File: config.mk
export PLATFORM = sky130hd
export DESIGN_NAME = tx_launcher
export DESIGN_NICKNAME = d
export VERILOG_FILES = /design/src/rtl/txl_pkg.sv /design/src/rtl/txl_regs.sv /design/src/rtl/txl_seq.sv /design/src/rtl/tx_launcher.sv
export SDC_FILE = /design/constraint.sdc
export NUM_CORES = 1
export LEC_CHECK = 0
export BUFFER_PORTS_ARGS = -buffer_cell sky130_fd_sc_hd__buf_2
export CORE_MARGIN = 2
export CORE_UTILIZATION = 54
export DETAILED_ROUTE_END_ITERATION = 6
export PLACE_DENSITY = 0.87
export SLEW_MARGIN = 20
export SYNTH_ARGS = -nofsm -noshare
export SYNTH_HDL_FRONTEND = slang
export SYNTH_SLANG_ARGS = --single-unit
export TNS_END_PERCENT = 100
File: constraint.sdc
create_clock -name clk -period 2.8 [get_ports clk]
set_input_delay 0.42 -clock clk [delete_from_list [all_inputs] [get_ports clk]]
set_output_delay 0.42 -clock clk [all_outputs]
set_load 0.02 [all_outputs]
File: src/rtl/txl_pkg.sv
package txl_pkg;

    parameter int unsigned WORD_W = 32;
    parameter int unsigned ADDR_W = 32;
    parameter int unsigned LEN_W  = 11;

    localparam int unsigned BYTES = WORD_W / 8;
    localparam int unsigned IDX_W = $clog2(BYTES);

    typedef enum logic [1:0] {
        SEL_CTRL = 2'd0,
        SEL_STAT = 2'd1,
        SEL_ADDR = 2'd2,
        SEL_LEN  = 2'd3
    } reg_sel_e;

    typedef struct packed {
        logic rx_en;
        logic tx_en;
    } ctrl_t;

    typedef enum logic [1:0] {
        SQ_IDLE  = 2'd0,
        SQ_FETCH = 2'd1,
        SQ_SEND  = 2'd2
    } seq_state_e;

    // Byte lane i of a word, lane 0 being bits [7:0].
    function automatic logic [7:0] pick_byte(input logic [WORD_W-1:0] w,
                                             input logic [IDX_W-1:0]  i);
        return w[8*i +: 8];
    endfunction

endpackage

File: src/rtl/txl_regs.sv
module txl_regs
    import txl_pkg::*;
#(
    parameter int unsigned P_ADDR_W = ADDR_W,
    parameter int unsigned P_LEN_W  = LEN_W,
    parameter int unsigned P_OFS    = IDX_W
) (
    input  logic                       clk,
    input  logic                       rst,
    input  logic                       wr_en,
    input  logic [1:0]                 sel,
    input  logic [P_ADDR_W-1:0]        wdata,
    output logic [P_ADDR_W-1:0]        rdata,
    input  logic                       fire,
    output ctrl_t                      ctrl_o,
    output logic [P_LEN_W-1:0]         len_o,
    output logic [P_ADDR_W-P_OFS-1:0]  ptr_o,
    output logic                       done_o,
    output logic                       start_o,
    output logic                       halt_o
);

    ctrl_t                      ctrl_q;
    logic [P_LEN_W-1:0]         len_q;
    logic [P_ADDR_W-P_OFS-1:0]  ptr_q;
    logic                       done_q;
    logic                       busy;
    logic                       wr_ctrl, wr_stat, wr_addr, wr_len;
    logic                       finish;

    always_comb begin
        wr_ctrl = wr_en && (sel == SEL_CTRL);
        wr_stat = wr_en && (sel == SEL_STAT);
        wr_addr = wr_en && (sel == SEL_ADDR);
        wr_len  = wr_en && (sel == SEL_LEN);
        busy    = (len_q != '0);
        halt_o  = wr_ctrl && !wdata[0];
        start_o = wr_len && !busy && ctrl_q.tx_en && (wdata[P_LEN_W-1:0] != '0);
        finish  = fire && (len_q == P_LEN_W'(1)) && !halt_o;
    end

    always_ff @(posedge clk) begin
        if (rst) begin
            ctrl_q <= '0;
            ptr_q  <= '0;
            len_q  <= '0;
            done_q <= 1'b0;
        end else begin
            if (wr_ctrl) begin
                ctrl_q.rx_en <= wdata[1];
                ctrl_q.tx_en <= wdata[0];
            end
            if (wr_addr && !busy) begin
                ptr_q <= wdata[P_ADDR_W-1:P_OFS];
            end
            if (halt_o) begin
                len_q <= '0;
            end else if (start_o) begin
                len_q <= wdata[P_LEN_W-1:0];
            end else if (fire && busy) begin
                len_q <= len_q - P_LEN_W'(1);
            end
            done_q <= finish || (done_q && !(wr_stat && wdata[1]));
        end
    end

    always_comb begin
        rdata = '0;
        unique case (sel)
            SEL_CTRL: rdata[1:0] = {ctrl_q.rx_en, ctrl_q.tx_en};
            SEL_STAT: rdata[1:0] = {done_q, !busy};
            SEL_ADDR: rdata[P_ADDR_W-1:P_OFS] = ptr_q;
            default:  rdata[P_LEN_W-1:0] = len_q;
        endcase
    end

    assign ctrl_o = ctrl_q;
    assign len_o  = len_q;
    assign ptr_o  = ptr_q;
    assign done_o = done_q;

endmodule

File: src/rtl/txl_seq.sv
module txl_seq
    import txl_pkg::*;
#(
    parameter int unsigned P_ADDR_W = ADDR_W,
    parameter int unsigned P_WORD_W = WORD_W,
    parameter int unsigned P_LEN_W  = LEN_W,
    parameter int unsigned P_OFS    = IDX_W
) (
    input  logic                       clk,
    input  logic                       rst,
    input  logic                       start,
    input  logic                       abort,
    input  logic [P_ADDR_W-P_OFS-1:0]  start_ptr,
    input  logic [P_LEN_W-1:0]         remaining,
    output logic                       mem_req,
    output logic [P_ADDR_W-1:0]        mem_addr,
    input  logic                       mem_ack,
    input  logic [P_WORD_W-1:0]        mem_rdata,
    output logic                       tx_valid,
    input  logic                       tx_ready,
    output logic [7:0]                 tx_data,
    output logic                       fire
);

    localparam logic [P_OFS-1:0] LAST_LANE = P_OFS'(P_WORD_W/8 - 1);

    seq_state_e                 state_q;
    logic [P_ADDR_W-P_OFS-1:0]  wptr_q;
    logic [P_WORD_W-1:0]        word_q;
    logic [P_OFS-1:0]           lane_q;

    always_ff @(posedge clk) begin
        if (rst) begin
            state_q <= SQ_IDLE;
            wptr_q  <= '0;
            word_q  <= '0;
            lane_q  <= '0;
        end else if (abort) begin
            state_q <= SQ_IDLE;
        end else begin
            unique case (state_q)
                SQ_IDLE: begin
                    if (start) begin
                        wptr_q  <= start_ptr;
                        lane_q  <= '0;
                        state_q <= SQ_FETCH;
                    end
                end
                SQ_FETCH: begin
                    if (mem_ack) begin
                        word_q  <= mem_rdata;
                        state_q <= SQ_SEND;
                    end
                end
                SQ_SEND: begin
                    if (tx_ready) begin
                        if (remaining == P_LEN_W'(1)) begin
                            state_q <= SQ_IDLE;
                        end else if (lane_q == LAST_LANE) begin
                            lane_q  <= '0;
                            wptr_q  <= wptr_q + 1'b1;
                            state_q <= SQ_FETCH;
                        end else begin
                            lane_q <= lane_q + 1'b1;
                        end
                    end
                end
                default: state_q <= SQ_IDLE;
            endcase
        end
    end

    always_comb begin
        mem_req  = (state_q == SQ_FETCH);
        mem_addr = {wptr_q, {P_OFS{1'b0}}};
        tx_valid = (state_q == SQ_SEND);
        tx_data  = pick_byte(word_q, lane_q);
        fire     = tx_valid && tx_ready;
    end

endmodule

File: src/rtl/tx_launcher.sv
module tx_launcher
    import txl_pkg::*;
(
    input  logic                 clk,
    input  logic                 rst,
    input  logic                 reg_wr_en,
    input  logic [1:0]           reg_sel,
    input  logic [ADDR_W-1:0]    reg_wdata,
    output logic [ADDR_W-1:0]    reg_rdata,
    output logic                 mem_req,
    output logic [ADDR_W-1:0]    mem_addr,
    input  logic                 mem_ack,
    input  logic [WORD_W-1:0]    mem_rdata,
    output logic                 tx_valid,
    input  logic                 tx_ready,
    output logic [7:0]           tx_data,
    output logic                 tx_last,
    output logic                 rx_en
);

    ctrl_t                      ctrl_w;
    logic [LEN_W-1:0]           len_q;
    logic [ADDR_W-IDX_W-1:0]    buf_ptr;
    logic                       done_q;
    logic                       start_w;
    logic                       halt_w;
    logic                       fire_w;
    logic                       tx_en_w;

    txl_regs #(
        .P_ADDR_W (ADDR_W),
        .P_LEN_W  (LEN_W),
        .P_OFS    (IDX_W)
    ) u_regs (
        .clk     (clk),
        .rst     (rst),
        .wr_en   (reg_wr_en),
        .sel     (reg_sel),
        .wdata   (reg_wdata),
        .rdata   (reg_rdata),
        .fire    (fire_w),
        .ctrl_o  (ctrl_w),
        .len_o   (len_q),
        .ptr_o   (buf_ptr),
        .done_o  (done_q),
        .start_o (start_w),
        .halt_o  (halt_w)
    );

    txl_seq #(
        .P_ADDR_W (ADDR_W),
        .P_WORD_W (WORD_W),
        .P_LEN_W  (LEN_W),
        .P_OFS    (IDX_W)
    ) u_seq (
        .clk       (clk),
        .rst       (rst),
        .start     (start_w),
        .abort     (halt_w),
        .start_ptr (buf_ptr),
        .remaining (len_q),
        .mem_req   (mem_req),
        .mem_addr  (mem_addr),
        .mem_ack   (mem_ack),
        .mem_rdata (mem_rdata),
        .tx_valid  (tx_valid),
        .tx_ready  (tx_ready),
        .tx_data   (tx_data),
        .fire      (fire_w)
    );

    assign tx_en_w = ctrl_w.tx_en;
    assign rx_en   = ctrl_w.rx_en;
    assign tx_last = tx_valid && (len_q == LEN_W'(1));

endmodule

==> flow_summary_export.csv, run 1 <==
group,metric,value,unit
clock_tree,clkLatencyLatePin,0.38,ns
synthesis,yosys_warnings,0,
grt,grt_pass1_vias,5402,
critical_path,startpoint_type,"flop",
final_layout,fin_nets,926,
floorplanning,die_area,11600,um2
drt,drt_iter0_drc,532,
final_layout,finalNonFillerCells,991,
worst_hold_path,min_path_cells,3,
placement,dp_hpwl,11.3,mm
sta,post-route-period-util,0.853,
critical_path,worstSetupStartpoint,"u_regs.len_o[2]",
final_layout,fin_area,6830,um2
critical_path,r2r_cells,6,
placement,numPlacedInstances,975,
grt,antenna_found_initial,0,
final_layout,final_layout_size_suffix_gt1_frac,0.258,
sta,finalHoldViolations,0,
clock_tree,cts_tree,"done",
pwr,vdd_drop_max,0.248,mV
critical_path,path_max_fanout,12,
floorplanning,initial_core_util,0.559,
placement,port_buffers,144,
critical_path,crit_type,"reg -> reg",
synthesis,synth_largest_area_cell,"dfxtp_1",
sta,finalSetupTns,0,ns
synthesis,synth-seq-area-share,0.380,
floorplanning,die_w,108,um
floorplanning,core_area,10400,um2
drt,vias,6004,
clock_tree,cts_resized,0,
final_layout,seq_area,2200,um2
sta,maxSlewViolCount,0,
sta,tightest_slew,0.709,ns
critical_path,r2r-start,"u_regs.len_o[2]",
clock_tree,postCtsSetupBuffers,0,
clock_tree,clock_sinks,110,
sta,clock_skew,0.0195,ns
floorplanning,rows,37,
drt,viasPerCell,6.06,
synthesis,yosysTopAreaCellShare,0.380,
synthesis,synth.area.top_cells,"dfxtp_1, nand2_1, a21oi_1",
grt,grt.total_usage,0.279,
critical_path,cp_data_arrival_time,2.65,ns
sta,setup_viol,0,
floorplanning,io_pins,147,
pwr,p_per_area,421,nW/um2
floorplanning,die_h,108,um
drt,final_antenna_net_count,0,
final_layout,antenna_cells,0,
pwr,p_leak,2.65,nW
synthesis,synthFlopType,"dfxtp_1",
status,status,"finished, final reports clean",
clock_tree,clock_path_buffers,2,
final_layout,multi_input_area,3320,um2
clock_tree,clk_pin_slew,0.11,ns
drt,drc_errors,0,
sta,layout_min_cycle_time,2.39,ns
synthesis,synth_cell_types,69,
placement,gp_congestion,0.978,
sta,rsz0062_at_grt,"no",
worst_hold_path,min_path_type,"in -> reg",
synthesis,avgSynthCellArea,8.01,um2
synthesis,synth-edff-count,0,
grt,grt_max_degree,95,
drt,wirelength,16.4,mm
clock_tree,numCtsBuffers,9,
synthesis,synth-seq-cells,110,
clock_tree,htree_levels,3,
critical_path,crit_required,3.07,ns
final_layout,fillers,914,
drt,post_drt_wl_per_cell,16.5,um
synthesis,synth.cell_area,5800,um2
sta,fmax,419,MHz
sta,slew_headroom,0.525,
critical_path,cp-end-kind,"flop",
synthesis,syn_inst,724,
clock_tree,ctsHoldBuffers,0,
final_layout,area_growth_syn_to_layout,17.7,%
grt,grt_first_pass_wirelength,26.3,mm
grt,overflow,0,
clock_tree,root_buffer,"clkbuf_8",
placement,place_area,6650,um2
flow_run,max_cap_violations,0,
worst_hold_path,min_from,"mem_rdata[11]",
drt,first_pass_iters,5,
synthesis,synthArstFlopShare,0,
-- final timing paths --
path | end | slack (ns)
setup / recovery | u_seq.wptr_q[29] | 0.41
hold / removal | u_seq.word_q[11] | 0.26
setup reg to reg | u_seq.wptr_q[29] | 0.41
hold reg to reg | u_seq.word_q[31] | 0.46
-- cell type report --
cell class              instances  share of cell area
multi-input cells             551               0.487
flip-flops and latches        110               0.322
repair buffers                169               0.135
well taps                     136              0.0249
clock buffers                   9              0.0181
clock inverters                 7             0.00824
inverters                       9             0.00495
-- flip-flops by register name, indices dropped and copies added, names as in the netlist --
| name | count |
|---|---|
| u_regs.ctrl_o | 2 |
| u_regs.done_o | 1 |
| u_regs.len_o | 11 |
| u_regs.ptr_o | 30 |
| u_seq.lane_q | 2 |
| u_seq.state_q | 2 |
| u_seq.word_q | 32 |
| u_seq.wptr_q | 30 |
-- per-layer routing --
layer	wire (um)	up-vias	part of all wire	track usage
met2	7400	291	0.45	0.432
met3	1240	35	0.076	0.0424
met1	7330	2804	0.45	0.397
met5	0	-	0	0
met4	374	0	0.023	0.0934
li1	-	2874	-	-
-- metrics by stage --
stage          power [mW]  worst slack (ns)  hold slack [ns]   util
4_1_cts              2.88             0.448            0.262  0.659
3_5_place_dp         1.99             0.476            0.447  0.641
6_report             2.88             0.412            0.264  0.659
2_1_floorplan        1.86             0.548            0.433      -
5_1_grt              2.98             0.245            0.267  0.659
3_3_place_gp         1.99             0.513            0.440  0.641
-- placed cells by master, fill, tap and decap left out, types with 3 or more instances in the layout --
master	n
ha_1	5
buf_2	144
a211oi_1	7
nor2b_1	13
o21ai_0	12
and3_1	4
a311oi_1	3
a21oi_1	89
nor2_1	25
or3_1	5
nand2_1	168
mux2i_1	10
a31o_2	4
o22ai_1	3
xor2_1	6
and4_1	3
inv_1	9
a32o_1	3
nor3_1	9
nand4b_1	3
mux4_2	8
nand3_1	20
o31ai_1	15
and2_1	22
o311ai_1	12
a32oi_1	5
buf_4	24
o31a_1	5
nor3_2	3
a31oi_1	13
nand4_1	15
nor4_1	11
or2_2	3
dfxtp_1	110
clkbuf_8	9
a22o_1	3
-- kinds of logic (layout without fill, tap and decap cells) --
kind of cell / count (synthesis) / in the layout / share of synthesized area
xor gates and xnor gates: 7 / 7 / 0.0106
other: 1 / 2 / 0.000646
muxes: 20 / 20 / 0.0522
AOI/OAI and AO/OA: 198 / 198 / 0.231
DFF: 110 / 110 / 0.380
adders and majority gates: 5 / 5 / 0.0108
and+or+nand+nor: 319 / 319 / 0.267
buffers and inverters: 64 / 194 / 0.0492
-- synthesized netlist by cell type (8+ instances only) --
| library cell | count |
|---|---|
| a21oi_1 | 89 |
| a31oi_1 | 13 |
| and2_1 | 22 |
| clkbuf_1 | 40 |
| dfxtp_1 | 110 |
| inv_1 | 9 |
| mux2i_1 | 10 |
| mux4_2 | 8 |
| nand2_1 | 168 |
| nand3_1 | 20 |
| nand4_1 | 15 |
| nor2_1 | 26 |
| nor2b_1 | 13 |
| nor3_1 | 9 |
| nor4_1 | 11 |
| o21ai_0 | 12 |
| o311ai_1 | 12 |
| o31ai_1 | 15 |
-- critical path: stages (launching register included) --
cell,delay [ns]
dfxtp_1,0.38
or4_4,0.59
nor4_4,0.40
o211ai_2,0.19
buf_4,0.24
a211o_2,0.27
a32o_1,0.20
-- power breakdown --
group,internal (mW),switching [mW],total (mW),leakage [nW]
Clock,0.337,0.575,0.912,0.0895
Combinational,0.127,0.212,0.338,1.67
Sequential,1.59,0.0303,1.62,0.888
(Power assumes the default switching activity.)
==> inputs of run 2 (changes only) <==
--- a/config.mk
+++ b/config.mk
@@ -6,10 +6,11 @@
 export NUM_CORES = 1
 export LEC_CHECK = 0
 export BUFFER_PORTS_ARGS = -buffer_cell sky130_fd_sc_hd__buf_2
+export CORE_ASPECT_RATIO = 0.8
 export CORE_MARGIN = 2
-export CORE_UTILIZATION = 54
+export CORE_UTILIZATION = 38
 export DETAILED_ROUTE_END_ITERATION = 6
-export PLACE_DENSITY = 0.87
+export PLACE_DENSITY = 0.66
 export SLEW_MARGIN = 20
 export SYNTH_ARGS = -nofsm -noshare
 export SYNTH_HDL_FRONTEND = slang
==> run 2 against run 1 <==
Clock power grew 40%. Largest cell class unchanged. Combinational power is essentially flat. Routed wire length grew 9.4%. Final cell count grew 5.7%. Hold slack gained 0.025 ns. Critical path depth is the same.
==> flow_summary_export.csv, run 2 (same netlist as run 1, synthesis figures left out) <==
group,metric,value,unit
clock_tree,cts_tree,"done",
drt,first_pass_iters,5,
pwr,p_leak,2.71,nW
sta,maxSlewViolCount,0,
floorplanning,io_pins,147,
critical_path,cp_data_arrival_time,2.71,ns
sta,layout_min_cycle_time,2.45,ns
grt,grt_first_pass_wirelength,28.3,mm
critical_path,path_max_fanout,9,
clock_tree,cts_resized,0,
final_layout,fillers,1532,
clock_tree,root_buffer,"clkbuf_16",
drt,wirelength,17.9,mm
drt,vias,5833,
clock_tree,ctsHoldBuffers,0,
clock_tree,htree_levels,3,
drt,post_drt_wl_per_cell,17.1,um
placement,gp_congestion,0.883,
floorplanning,die_w,142,um
clock_tree,clk_pin_slew,0.08,ns
sta,setup_viol,0,
final_layout,final_layout_size_suffix_gt1_frac,0.260,
sta,slew_headroom,0.552,
worst_hold_path,min_path_type,"in -> reg",
pwr,p_per_area,462,nW/um2
drt,final_antenna_net_count,0,
critical_path,crit_required,3.06,ns
floorplanning,initial_core_util,0.388,
sta,clock_skew,0.0113,ns
final_layout,final_cell_mix,"nand2_1, buf_2, dfxtp_1, a21oi_1, buf_4",
sta,finalHoldViolations,0,
final_layout,fin_nets,928,
placement,dp_hpwl,12.3,mm
critical_path,cp-end-kind,"flop",
pwr,netSwitchingPower,0.885,mW
placement,port_buffers,144,
sta,post-route-period-util,0.875,
grt,grt_max_degree,95,
final_layout,final_common_cell,"nand2_1",
final_layout,largest_reg_flops,32,
final_layout,utilization,0.469,
grt,grt.total_usage,0.218,
sta,fmax,408,MHz
critical_path,startpoint_type,"flop",
final_layout,top_register,"u_seq.word_q",
sta,hold_ws,0.289,ns
sta,rsz0062_at_grt,"no",
pwr,p_int,2.36,mW
clock_tree,clkLatencyLatePin,0.36,ns
floorplanning,core_area,15000,um2
placement,place_area,6730,um2
final_layout,seq_area,2200,um2
clock_tree,numCtsBuffers,9,
clock_tree,postCtsSetupBuffers,0,
sta,finalSetupTns,0,ns
pwr,sequentialPowerShare,0.500,
floorplanning,die_area,16300,um2
clock_tree,clock_sinks,110,
grt,grt_pass1_vias,5320,
final_layout,multi_input_area,3320,um2
pwr,p_clk_frac,0.395,
clock_tree,clock_path_buffers,2,
sta,tightest_slew,0.665,ns
critical_path,crit_type,"reg -> reg",
pwr,power_frac_comb,0.105,
drt,viasPerCell,5.57,
drt,drt_iter0_drc,333,
status,status,"finished, final reports clean",
flow_run,max_cap_violations,0,
grt,antenna_found_initial,1,
floorplanning,die_h,115,um
pwr,switching_share,0.273,
final_layout,area_growth_syn_to_layout,21.1,%
grt,overflow,0,
floorplanning,rows,40,
final_layout,fin_area,7030,um2
pwr,vdd_drop_max,0.287,mV
drt,drc_errors,0,
## run 2: cell types whose count changed in the layout (fill, tap and decap cells not counted)
cell and change:
clkbuf_16 +9, clkbuf_8 -8, buf_4 +2, clkinv_2 -2, clkinv_4 +1, diode_2 +1
inv_6 +1, inv_8 -1
## run 2: layout make-up
class	count	share of cell area
diodes	1	0.000356
clock buffers	10	0.0340
repair buffers	171	0.133
flip-flops and latches	110	0.313
multi-input cells	551	0.473
clock inverters	6	0.00748
inverters	9	0.00481
well taps	189	0.0337
## run 2: power by group through the flow
stage | combinational, mW | sequential [mW] | clock (mW)
finish | 0.340 | 1.62 | 1.28
global route | 0.370 | 1.63 | 1.37
CTS | 0.339 | 1.62 | 1.31
detailed placement | 0.338 | 1.66 | 0
global placement | 0.336 | 1.66 | 0
floorplan | 0.198 | 1.66 | 0
## run 2: worst max-delay path, cell delays in order, from the launching register on
cell and delay, ns:
dfxtp_1 0.37, or4_4 0.60, nor4_4 0.39, o211ai_2 0.25, buf_4 0.26, a211o_2 0.27, a32o_1 0.19
## run 2: worst paths after layout
kind	from	endpoint	slack, ns	cells past startpoint
worst max-delay path	u_regs.len_o[2]	u_seq.wptr_q[29]	0.35	6
worst min register to register	u_seq.word_q[26]	u_seq.word_q[26]	0.45	2
worst min-delay path	mem_rdata[26]	u_seq.word_q[26]	0.29	3
worst max register to register	u_regs.len_o[2]	u_seq.wptr_q[29]	0.35	6
## run 2: per-layer routing
layer / track usage / vias up / wire length [um] / part of all wire
met1: 0.325 / 2704 / 8870 / 0.50
met4: 0.0620 / 0 / 280 / 0.016
met2: 0.316 / 227 / 7520 / 0.42
met5: 0 / - / 0 / 0
met3: 0.0448 / 21 / 1220 / 0.068
li1: - / 2881 / - / -
## run 2: stage by stage
step           setup WS [ns]  instances  total power, mW
3_5_place_dp           0.391       1030             2.00
6_report               0.349       1047             3.25
5_1_grt                0.242       1046             3.37
2_1_floorplan          0.548        725             1.86
4_1_cts                0.374       1046             3.28
3_3_place_gp           0.429       1030             2.00
==> inputs of run 3 (changes only) <==
--- a/config.mk
+++ b/config.mk
@@ -10,7 +10,6 @@
 export CORE_MARGIN = 2
 export CORE_UTILIZATION = 38
 export DETAILED_ROUTE_END_ITERATION = 6
-export PLACE_DENSITY = 0.66
 export SLEW_MARGIN = 20
 export SYNTH_ARGS = -nofsm -noshare
 export SYNTH_HDL_FRONTEND = slang
==> run 3 against run 2 <==
Non-clock buffer count down 2. Critical endpoint is now u_seq.wptr_q[16]. Clock power up 4%. Die area unchanged. Via count is 1.7% lower. Critical path type unchanged. Clock skew down 0.0012 ns. Combinational power hardly changed. Highest routed layer unchanged. Sequential power hardly changed. Routed wire length shrank 0.75%. Total power is 1.4% higher.
==> flow_summary_export.csv, run 3 (same netlist as run 1, synthesis figures left out) <==
group,metric,value,unit
critical_path,crit_chain,"ha_1 > nand3_1 > or3_1 > or4_1 > a2111oi_0 > a31o_1",
clock_tree,clkLatencyLatePin,0.35,ns
drt,post_drt_wl_per_cell,17.0,um
drt,drc_errors,0,
floorplanning,io_pins,147,
critical_path,crit_required,3.09,ns
grt,grt_pass1_vias,5321,
worst_hold_path,min_from,"mem_rdata[2]",
final_layout,utilization,0.470,
pwr,p_clk_frac,0.403,
status,status,"finished, final reports clean",
clock_tree,numCtsBuffers,9,
sta,tightest_slew,0.686,ns
critical_path,startpoint_type,"flop",
critical_path,crit_type,"reg -> reg",
sta,setup_slack,0.365,ns
clock_tree,root_buffer,"clkbuf_16",
grt,grt.total_usage,0.218,
pwr,netSwitchingPower,0.867,mW
critical_path,reg2reg_setup_slack,0.37,ns
sta,maxSlewViolCount,0,
critical_path,path_max_fanout,7,
sta,slew_headroom,0.538,
sta,clock_skew,0.0101,ns
floorplanning,core_area,15000,um2
critical_path,slowest_stage,"dfxtp_1",
final_layout,area_growth_syn_to_layout,21.2,%
clock_tree,cts_tree,"done",
pwr,power,3.29,mW
final_layout,fin_nets,926,
grt,grt_max_degree,95,
grt,top_usage_layer,"met1",
drt,drt_iter0_drc,474,
grt,grt_first_pass_wirelength,28.5,mm
floorplanning,die_h,115,um
drt,first_pass_iters,5,
drt,wirelength,17.8,mm
grt,gr-usage-met3,0.0439,
sta,rsz0062_at_grt,"no",
drt,vias,5736,
critical_path,slowest_delay,0.49,ns
placement,port_buffers,144,
clock_tree,postCtsSetupBuffers,0,
clock_tree,clk_pin_slew,0.08,ns
clock_tree,ctsHoldBuffers,0,
sta,setup_viol,0,
placement,gp_congestion,0.849,
critical_path,reg2reg_to,"u_seq.wptr_q[16]",
drt,viasPerCell,5.49,
worst_hold_path,min_path_cells,3,
critical_path,cp_data_arrival_time,2.73,ns
floorplanning,die_area,16300,um2
clock_tree,clock_path_buffers,2,
final_layout,top_register,"u_seq.word_q",
flow_run,max_cap_violations,0,
placement,dp_slack,0.419,ns
grt,overflow,0,
grt,gr-usage-met1,0.335,
floorplanning,initial_core_util,0.388,
pwr,p_leak,2.71,nW
final_layout,final_cell_mix,"nand2_1, buf_2, dfxtp_1, a21oi_1, nor2_1",
clock_tree,htree_levels,3,
worst_hold_path,hold_end,"u_seq.word_q[2]",
floorplanning,die_w,142,um
final_layout,largest_reg_flops,32,
placement,numPlacedInstances,1028,
placement,dp_hpwl,12.4,mm
sta,finalSetupTns,0,ns
final_layout,final_common_cell,"nand2_1",
pwr,power_frac_comb,0.103,
floorplanning,rows,40,
drt,final_antenna_net_count,0,
final_layout,final_layout_size_suffix_gt1_frac,0.258,
sta,post-route-period-util,0.869,
worst_hold_path,min_path_type,"in -> reg",
pwr,vdd_drop_max,0.279,mV
clock_tree,clock_sinks,110,
final_layout,antenna_cells,0,
pwr,sequentialPowerShare,0.493,
pwr,p_per_area,468,nW/um2
clock_tree,cts_resized,0,
final_layout,finalNonFillerCells,1044,
sta,layout_min_cycle_time,2.43,ns
pwr,switching_share,0.263,
critical_path,cp-end-kind,"flop",
pwr,p_int,2.43,mW
grt,antenna_found_initial,0,
critical_path,r2r_cells,6,
sta,fmax,411,MHz
grt,grtUsageMet2,0.311,
critical_path,r2r-start,"u_seq.wptr_q[0]",
sta,finalHoldViolations,0,
[run 3: cell count changes in the layout (fill, tap and decap cells not counted), sizes merged]
cell,change
buf,-2
inv,+1
clkbuf,-1
clkinvlp,-1
bufinv,+1
diode,-1
[run 3: per-layer routing]
layer  vias to the layer above  routed length [um]
met5                         -                   0
met4                         0                 226
met3                        15                1060
met2                       189                7400
met1                      2661                9080
li1                       2871                   -
[run 3: worst max path at each step]
stage | startpoint | to | slack [ns] | depth (start not counted)
final | u_seq.wptr_q[0] | u_seq.wptr_q[16] | 0.37 | 6
after floorplan | u_seq.wptr_q[0] | u_seq.wptr_q[16] | 0.55 | 6
after CTS | u_seq.wptr_q[0] | u_seq.wptr_q[16] | 0.39 | 6
after global placement | u_seq.wptr_q[0] | u_seq.wptr_q[16] | 0.47 | 6
after global routing | u_seq.wptr_q[0] | u_seq.wptr_q[16] | 0.24 | 6
after detailed placement | u_seq.wptr_q[0] | u_seq.wptr_q[16] | 0.42 | 6
[run 3: metrics by stage]
step           cell area (um2)  hold WS, ns
3_3_place_gp              6730        0.442
4_1_cts                   7030        0.290
3_5_place_dp              6730        0.447
6_report                  7030        0.299
2_1_floorplan             5810        0.433
5_1_grt                   7030        0.298
[run 3: layout make-up]
class                           count  area [um2]
Timing Repair Buffer              169         933
Clock inverter                      7        77.6
Sequential cell                   110        2200
Tap cell                          189         236
Clock buffer                        9         225
Multi-Input combinational cell    551        3320
Fill cell                        1531        7930
Inverter                            9        33.8
[run 3: power by group through the flow]
| stage | Combinational (mW) | Sequential (mW) | Clock, mW |
|---|---|---|---|
| global placement | 0.339 | 1.66 | 0 |
| CTS | 0.341 | 1.62 | 1.35 |
| finish | 0.340 | 1.62 | 1.33 |
| floorplan | 0.198 | 1.66 | 0 |
| global route | 0.372 | 1.63 | 1.41 |
| detailed placement | 0.340 | 1.66 | 0 |
[run 3: worst max-delay path, delay by kind of cell (launching register included)]
kind            cells  cell delay, ns
fa+ha+maj           1            0.25
simple gates        3            1.09
compound gates      2            0.55
flops               1            0.49
